File: config.mk
export PLATFORM = sky130hd
export DESIGN_NAME = pit_periodic_gen
export DESIGN_NICKNAME = d
export VERILOG_FILES = /design/src/rtl/pit_pkg.sv /design/src/rtl/pit_edge_bank.sv /design/src/rtl/pit_rate_sel.sv /design/src/rtl/pit_ctrl_reg.sv /design/src/rtl/pit_periodic_gen.sv
export SDC_FILE = /design/constraint.sdc
export NUM_CORES = 1
export LEC_CHECK = 0
export BUFFER_PORTS_ARGS = -buffer_cell sky130_fd_sc_hd__buf_2
export CAP_MARGIN = 20
export CORE_MARGIN = 4
export CORE_UTILIZATION = 25
export CTS_CLUSTER_SIZE = 30
export DETAILED_ROUTE_END_ITERATION = 6
export PLACE_DENSITY = 0.61
export SLEW_MARGIN = 25
export SYNTH_ARGS = -nofsm -noshare
export SYNTH_HDL_FRONTEND = slang
export SYNTH_HIERARCHICAL = 1
export SYNTH_SLANG_ARGS = --single-unit
File: constraint.sdc
create_clock -name clk -period 2 [get_ports clk]
set_input_delay 0.4 -clock clk [delete_from_list [all_inputs] [get_ports clk]]
set_output_delay 0.4 -clock clk [all_outputs]
set_load 0.01 [all_outputs]
File: src/rtl/pit_pkg.sv
// Package: shared sizes and field positions for the periodic interrupt generator.
// Assumes an 8-bit control byte with the flag in the top bit and the code just below it.
package pit_pkg;
    localparam int NUM_RATES = 6;   // number of prescaler taps offered
    localparam int SEL_W     = 3;   // width of the rate code
    localparam int REG_W     = 8;   // width of the control byte
    localparam int SEL_LSB   = 4;   // lowest bit of the code inside the byte
    localparam int FLAG_BIT  = 7;   // position of the sticky flag
endpackage

File: src/rtl/pit_edge_bank.sv
// Module: pit_edge_bank
// Registers every prescaler tap and reports a one-cycle rise per tap.
// Assumes the taps are synchronous to clk. Edges are found before selection,
// so a change of selection can never look like an edge.
module pit_edge_bank #(
    parameter int N = 6
) (
    input  logic         clk,
    input  logic         rst_n,
    input  logic [N-1:0] taps,
    output logic [N-1:0] rise
);
    logic [N-1:0] prev_q;

    for (genvar g = 0; g < N; g++) begin : g_tap
        // Hold the previous level of this tap.
        always_ff @(posedge clk) begin
            if (!rst_n) prev_q[g] <= 1'b0;
            else        prev_q[g] <= taps[g];
        end
        assign rise[g] = taps[g] & ~prev_q[g];
    end
endmodule

File: src/rtl/pit_rate_sel.sv
// Module: pit_rate_sel
// Decodes the rate code into per-tap enables and picks the tick of the chosen tap.
// Assumes code k (1..N) picks tap k-1. Code 0 and codes above N enable nothing.
module pit_rate_sel #(
    parameter int N     = 6,
    parameter int SEL_W = 3
) (
    input  logic             clk,
    input  logic             rst_n,
    input  logic [SEL_W-1:0] sel,
    input  logic [N-1:0]     rise,
    output logic             tick,
    output logic             active
);
    logic [N-1:0] en;

    for (genvar g = 0; g < N; g++) begin : g_dec
        assign en[g] = (sel == SEL_W'(g + 1));
    end

    // Gate the rises with the decoded enables.
    always_comb begin
        tick   = |(rise & en);
        active = |en;
    end

    AST_ONE_TAP:  assert property (@(posedge clk) disable iff (!rst_n) $onehot0(en));
    AST_OFF_IDLE: assert property (@(posedge clk) disable iff (!rst_n)
                      (sel == '0 || sel > SEL_W'(N)) |-> !tick);
endmodule

File: src/rtl/pit_ctrl_reg.sv
// Module: pit_ctrl_reg
// Holds the rate code and the sticky flag of the control byte.
// Assumes a tick coinciding with a clearing write leaves the flag set.
module pit_ctrl_reg
    import pit_pkg::*;
(
    input  logic             clk,
    input  logic             rst_n,
    input  logic             wr_en,
    input  logic [REG_W-1:0] wr_data,
    input  logic             tick,
    output logic [SEL_W-1:0] sel,
    output logic             flag
);
    logic [SEL_LSB-1:0] unused_low;
    assign unused_low = wr_data[SEL_LSB-1:0];

    // Load the rate code on a write.
    always_ff @(posedge clk) begin
        if (!rst_n)     sel <= '0;
        else if (wr_en) sel <= wr_data[SEL_LSB +: SEL_W];
    end

    // Set on tick, clear on a write of 0 to the flag bit, tick wins.
    always_ff @(posedge clk) begin
        if (!rst_n)                             flag <= 1'b0;
        else if (tick)                          flag <= 1'b1;
        else if (wr_en && !wr_data[FLAG_BIT])   flag <= 1'b0;
    end

    AST_SEL_LOAD:  assert property (@(posedge clk) disable iff (!rst_n)
                       wr_en |=> sel == $past(wr_data[SEL_LSB +: SEL_W]));
    AST_STICKY:    assert property (@(posedge clk) disable iff (!rst_n)
                       (flag && !(wr_en && !wr_data[FLAG_BIT])) |=> flag);
    AST_TICK_SETS: assert property (@(posedge clk) disable iff (!rst_n)
                       tick |=> flag);
endmodule

File: src/rtl/pit_periodic_gen.sv
// Module: pit_periodic_gen (top)
// Periodic interrupt generator: finds tap edges, selects one by code, keeps a
// sticky flag and drives the interrupt while the code is valid.
// Assumes the taps are square waves synchronous to clk.
module pit_periodic_gen
    import pit_pkg::*;
(
    input  logic                 clk,
    input  logic                 rst_n,
    input  logic [NUM_RATES-1:0] taps_i,
    input  logic                 wr_en,
    input  logic [REG_W-1:0]     wr_data,
    output logic [SEL_W-1:0]     sel_o,
    output logic                 flag_o,
    output logic                 irq_o
);
    logic [NUM_RATES-1:0] rise;
    logic                 tick;
    logic                 active;

    pit_edge_bank #(.N(NUM_RATES)) i_edges (
        .clk(clk), .rst_n(rst_n), .taps(taps_i), .rise(rise)
    );

    pit_rate_sel #(.N(NUM_RATES), .SEL_W(SEL_W)) i_sel (
        .clk(clk), .rst_n(rst_n), .sel(sel_o), .rise(rise),
        .tick(tick), .active(active)
    );

    pit_ctrl_reg i_reg (
        .clk(clk), .rst_n(rst_n), .wr_en(wr_en), .wr_data(wr_data),
        .tick(tick), .sel(sel_o), .flag(flag_o)
    );

    // Drive the interrupt only while a valid rate is selected.
    always_comb irq_o = flag_o & active;

    AST_IRQ_OFF:    assert property (@(posedge clk) disable iff (!rst_n)
                        (sel_o == '0) |-> !irq_o);
    AST_IDLE_CLEAR: assert property (@(posedge clk) disable iff (!rst_n)
                        (!active && !flag_o) |=> !flag_o);
    AST_RESET:      assert property (@(posedge clk)
                        !rst_n |=> (sel_o == '0 && !flag_o));
endmodule

==> summary.md, run 1 <==
| Metric | Value |
|---|---|
| Post-Syn Nets | 57 |
| GRT Total Usage | 7.53% |
| Cell taking the most area after synthesis | dfxtp_1 |
| Min-Delay Path Class | input pin to flip-flop |
| Post-cts hold buffer count | 0 |
| Synthesized area per cell | 10.8 µm² |
| Largest net degree at the start of global routing | 11 |
| Worst-Margin Slew | 243 ps |
| CP endpoint kind | flip-flop |
| Leakage | 0.267 nW |
| Placed cell areas | 536 µm² |
| Die height | 49.5 µm |
| Drt drc | 0 |
| Hold depth | 2 |
| Pre-antenna DRT Iters | 4 |
| Max clock buf depth | 2 |
| Simple-Gate Fraction of Synth Area | 34.9% |
| Vias in the first global route | 322 |
| Library cells used by synthesis | 13 |
| Synth Register Bits | 10 |
| Clock Latency Late Sink | 260 ps |
| Vias | 341 |
| Share of layout cells above drive strength 1 | 41.7% |
| Total CTS buffers | 3 |
| Fin area | 558 µm² |
| GPL Wtd Cong | 0.674 |
| Max-slew violation total from the final report | 0 |
| Met3 wire len | 60 µm |
| Drt total wl | 846 µm |
| # H-tree levels | 1 |
| Max-cap viol count | 0 |
| Crit path time final | 1620 ps |
| Die area | 2450 µm² |
| Routed WL per cell | 11.1 µm |
| Post-synthesis mux area share | 17.4% |
| Initial Utilization | 27.6% |
| Final Cycle Share | 81.0% |
| TritonCTS sink count | 10 |
| Worst path required time | 2150 ps |
| First-pass GRT wire length | 1350 µm |
| Total global routing overflow | 0 |
| Initial antenna violation count | 0 |
| Finished Layout Cells | 76 |
| Largest family of logic cells by synthesized area | simple AND/OR/NAND/NOR gates |
| Worst Reg-to-Reg Cells | 4 |
| Core box area | 1560 µm² |
| Pwr dens | 735 nW/µm² |
| Crit start category | flip-flop |
| Buffers on Ports | 17 |
| Post-route antenna net violation count | 0 |
| Post-synthesis xor/xnor area fraction | 0% |
| Mapped Area | 430 µm² |
| Arrival time worst endpoint | 1770 ps |
| Max FO, Critical Path | 8 |
| Placed cells | 73 |
| Share of the synthesized area in the top cell type | 46.5% |
| Clock root buffer master | clkbuf_4 |
| Worst Skew | 4.45 ps |
| Achievable clock frequency | 617 MHz |
| CTS tree | done |
| Ranking of synthesized cells by area | dfxtp_1 47%, nor2b_1 13%, and2_1 10% |
| Setup TNS | 0 ps |
| Post-DP HPWL | 659 µm |
| Clk slew on worst S/H paths | 60 ps |
| Sequential area share after synthesis | 46.5% |
| Count of final setup violators | 0 |
| Resized cells post-CTS | 0 |
| Met1 WL | 341 µm |
| Met2 Wirelength | 415 µm |
| Peak VDD IR | 178 µV |
| FP Rows | 14 |
| Area share of fa/ha/maj cells after synthesis | 0% |
| Routed vias/inst | 4.49 |
| Chip Width | 49.5 µm |
| Unrepaired setup endpoints after global routing | false |
| Fin nets | 79 |
| Critical path class | flip-flop to flip-flop |
| Cells after Synth | 40 |
| Post-CTS Setup Bufs | 0 |
| Starting DRT DRC Count | 7 |
| Synth warn | 6 |
| Compound-Gate Fraction of Synth Area | 1.16% |
| Final hold vios | 0 |
| Slew Limit Headroom | 83.8% |
| Synth-to-Final Area Change | 29.7% |
| Io pins | 22 |
| DR top layer | met4 |
| Status | finished clean |
| Ant diodes | 0 |
[path summary, 6_finish.rpt]
| kind | end | from | slack (ps) |
|---|---|---|---|
| hold / removal | i_edges/prev_q[5] | taps_i[5] | 350 |
| setup reg to reg | i_reg/flag | i_reg/sel[1] | 380 |
| setup / recovery | i_reg/flag | i_reg/sel[1] | 380 |
| hold reg to reg | i_reg/flag | i_reg/flag | 520 |
[through the flow]
step	setup WS (ps)	hold slack, ps	power [W]	util, %
floorplan	411	522	0.000254	-
global placement	264	503	0.000278	34.3
detailed placement	249	515	0.000280	34.3
CTS	359	340	0.000418	35.8
global route	303	344	0.000434	35.8
finish	380	346	0.000410	35.8
[worst max-delay path, cell delays in order, from the launching register on]
cell	delay (ps)
dfxtp_1	450
mux2_1	340
mux4_2	480
nor3b_2	180
nor2_1	60
[cell families after synthesis]
| kind of cell | Yosys count |
|---|---|
| simple gates | 23 |
| compound gates | 1 |
| mux | 6 |
| flops | 10 |
[placed cells by master (no fill, tap or decap), drive strengths merged]
cell / n
buf: 17
dfxtp: 10
nor2b: 9
and2: 8
clkbuf: 3
mux2i: 3
nor2: 2
mux2: 2
nor3b: 1
o21ai: 1
and2b: 1
mux4: 1
and3: 1
nor3: 1
[cells in the mapped netlist]
library cell  count
dfxtp_1          10
nor3_1            1
and3_2            1
nor2_1            2
nor2b_1           9
and2_2            1
mux2_1            2
mux4_2            1
o21ai_0           1
and2_1            7
and2b_4           1
nor3b_2           1
mux2i_1           3
[layout make-up]
class | instances | area [µm²]
fill | 178 | 1000
sequential | 10 | 200
multi-input combinational | 30 | 230
tap | 16 | 20.0
timing repair buffer | 17 | 85.1
clock buffer | 3 | 22.5
[sequential cells by signal, summed over array words and instances (netlist names)]
register and count:
i_edges/prev_q 6, i_reg/flag 1, i_reg/sel 3
[per-layer routing]
| layer | global-route usage (%) | vias to the layer above |
|---|---|---|
| met4 | 8.29 | 0 |
| li1 | - | 175 |
| met2 | 10.5 | 14 |
| met1 | 8.32 | 148 |
| met3 | 2.71 | 4 |
| met5 | 0 | - |
[power breakdown]
part | internal [W] | switching (W) | total (W)
clock | 0.0000694 | 0.0000661 | 0.000135
combinational | 0.0000343 | 0.0000220 | 0.0000563
sequential | 0.000211 | 0.00000767 | 0.000218
total | 0.000315 | 0.0000957 | 0.000410
Note: power is estimated with default switching activity, not from simulation.
==> run 2: changes to the inputs <==
==> constraint.sdc (replaced) <==
create_clock -name clk -period 1.5 [get_ports clk]
set_input_delay 0.3 -clock clk [delete_from_list [all_inputs] [get_ports clk]]
set_output_delay 0.3 -clock clk [all_outputs]
set_load 0.01 [all_outputs]
==> run 2 against run 1 <==
The run now ends with setup timing left. First-iteration DRC count fell by 71%. Clock skew fell by 1.2 ps. Count of clock-buffer cells in the layout up 1. Cell area grew 10%. Maximum frequency is 6.9% higher. Worst setup slack worse by 400 ps. Wire length increased by 12%. Power up 53%. Via count grew 2.3%. Core utilization increased by 3.6 points. Critical endpoint unchanged. Largest cell class unchanged. Largest power group unchanged.
==> summary.md, run 2 (synthesis results as in run 1) <==
| Metric | Value |
|---|---|
| Min-Delay Path Class | input pin to flip-flop |
| Largest regs | i_edges/prev_q: 6 flops, i_reg/sel: 3 flops, i_reg/flag: 1 flops |
| GPL Wtd Cong | 0.637 |
| Clock root buffer master | clkbuf_4 |
| Setup ws final | -16.1 ps |
| Post-DP HPWL | 691 µm |
| CP max stage cell | mux4_2 |
| Slew Limit Headroom | 87.1% |
| Placed cell areas | 547 µm² |
| Total CTS buffers | 3 |
| Synth-to-Final Area Change | 42.7% |
| Core box area | 1560 µm² |
| Fin area | 614 µm² |
| RR Startpoint | i_reg/sel[1] |
| Vias in the first global route | 331 |
| Peak VDD IR | 483 µV |
| Io pins | 22 |
| Pre-antenna DRT Iters | 4 |
| Drt total wl | 944 µm |
| Crit path depth | 4 |
| Ant diodes | 0 |
| Final Core Density | 39.4% |
| Pwr dens | 1020 nW/µm² |
| First-pass GRT wire length | 1440 µm |
| Clk slew on worst S/H paths | 70 ps |
| Fin nets | 81 |
| Crit start category | flip-flop |
| Final hold vios | 0 |
| Share of layout cells above drive strength 1 | 54.0% |
| Starting DRT DRC Count | 2 |
| Largest net degree at the start of global routing | 11 |
| Vias | 349 |
| CTS tree | done |
| Unrepaired setup endpoints after global routing | true |
| Reg area | 205 µm² |
| Achievable clock frequency | 660 MHz |
| Reg with most FFs | i_edges/prev_q |
| Post-route antenna net violation count | 0 |
| Die area | 2450 µm² |
| Worst path required time | 1670 ps |
| Flop2flop setup slack | -20 ps |
| # H-tree levels | 1 |
| Failing checks | setup timing |
| Worst-Margin Slew | 194 ps |
| Arrival time worst endpoint | 1680 ps |
| Routed WL per cell | 11.9 µm |
| GRT Total Usage | 8.34% |
| Crit path time final | 1520 ps |
| CP Capture Point | i_reg/flag |
| Worst Skew | 3.21 ps |
| Max-slew violation total from the final report | 0 |
| Worst Setup SP | i_reg/sel[1] |
| Die height | 49.5 µm |
| Area occupied by multi-input gates | 249 µm² |
| Largest register FFs | 6 |
| Buffers on Ports | 17 |
| Chip Width | 49.5 µm |
| Reg-to-reg critical path endpoint | i_reg/flag |
| Buf+Inv Stages, Crit Path | 0 |
| Drt drc | 0 |
| Count of final setup violators | 2 |
| Leakage | 0.290 nW |
| Initial Utilization | 27.6% |
| Final Cycle Share | 101% |
| Max FO, Critical Path | 5 |
| Worst hold slack | 243 ps |
| CP endpoint kind | flip-flop |
| Most frequent cells in the layout | 17 x buf_2, 9 x nor2b_1, 8 x dfxtp_1 |
| Total global routing overflow | 0 |
| FP Rows | 14 |
| Slowest stage delay, CP | 500 ps |
| Status | complete, but fails checks |
| Max clock buf depth | 2 |
| Worst Reg-to-Reg Cells | 4 |
| Critical path class | flip-flop to flip-flop |
| Routed vias/inst | 4.42 |
| Crit path cell chain | mux2_4 -> mux4_2 -> nor3b_2 -> nor2_1 |
| TritonCTS sink count | 10 |
| Most common cell after layout, fill and taps aside | buf_2 |
| Post-cts hold buffer count | 0 |
| Clock Latency Late Sink | 270 ps |
| CP top delay family | multiplexers |
| Fillers | 166 |
| Max-cap viol count | 0 |
| Initial antenna violation count | 0 |
[run 2: how the worst min path moves through the flow]
stage                from                 to  cells past startpoint
6_report        taps_i[4]  i_edges/prev_q[4]                      2
3_5_place_dp    taps_i[5]  i_edges/prev_q[5]                      2
5_1_grt         taps_i[5]  i_edges/prev_q[5]                      2
3_3_place_gp   i_reg/flag         i_reg/flag                      2
4_1_cts         taps_i[5]  i_edges/prev_q[5]                      2
2_1_floorplan   taps_i[0]  i_edges/prev_q[0]                      1
[run 2: layout make-up]
class	count	share of cell area, %
clock buffers	4	5.91
multi-input cells	30	40.5
flip-flops and latches	10	33.4
well taps	16	3.26
repair buffers	19	16.9
[run 2: report_power, final]
part / total [W] / internal [W] / switching [W]
clock: 0.000246 / 0.000147 / 0.0000985
sequential: 0.000292 / 0.000281 / 0.0000113
combinational: 0.0000907 / 0.0000569 / 0.0000337
[run 2: metal layers]
layer	track usage (%)	routed length [µm]
met1	8.84	388
met2	12.7	476
met3	1.81	62
met4	9.68	17
met5	0	0
[run 2: worst reg2reg max path, delay by kind of cell (launching register included)]
kind | cells | cell delay [ps]
simple gates | 2 | 240
flops | 1 | 380
mux | 2 | 800
[run 2: through the flow]
| step | cells | setup TNS (ps) | setup WS, ps | total power, W |
|---|---|---|---|---|
| floorplan | 40 | 0 | 12.0 | 0.000338 |
| detailed placement | 74 | -168 | -168 | 0.000377 |
| global placement | 74 | -139 | -139 | 0.000373 |
| CTS | 79 | -74.6 | -37.8 | 0.000635 |
| global route | 79 | -125 | -66.1 | 0.000661 |
| finish | 79 | -22.6 | -16.1 | 0.000628 |
[run 2: timing repair]
item,4_1_cts,5_1_grt
pin swaps,3,3
resized for setup,4,4
setup endpoints to repair,2,2
buffers inserted,1,0
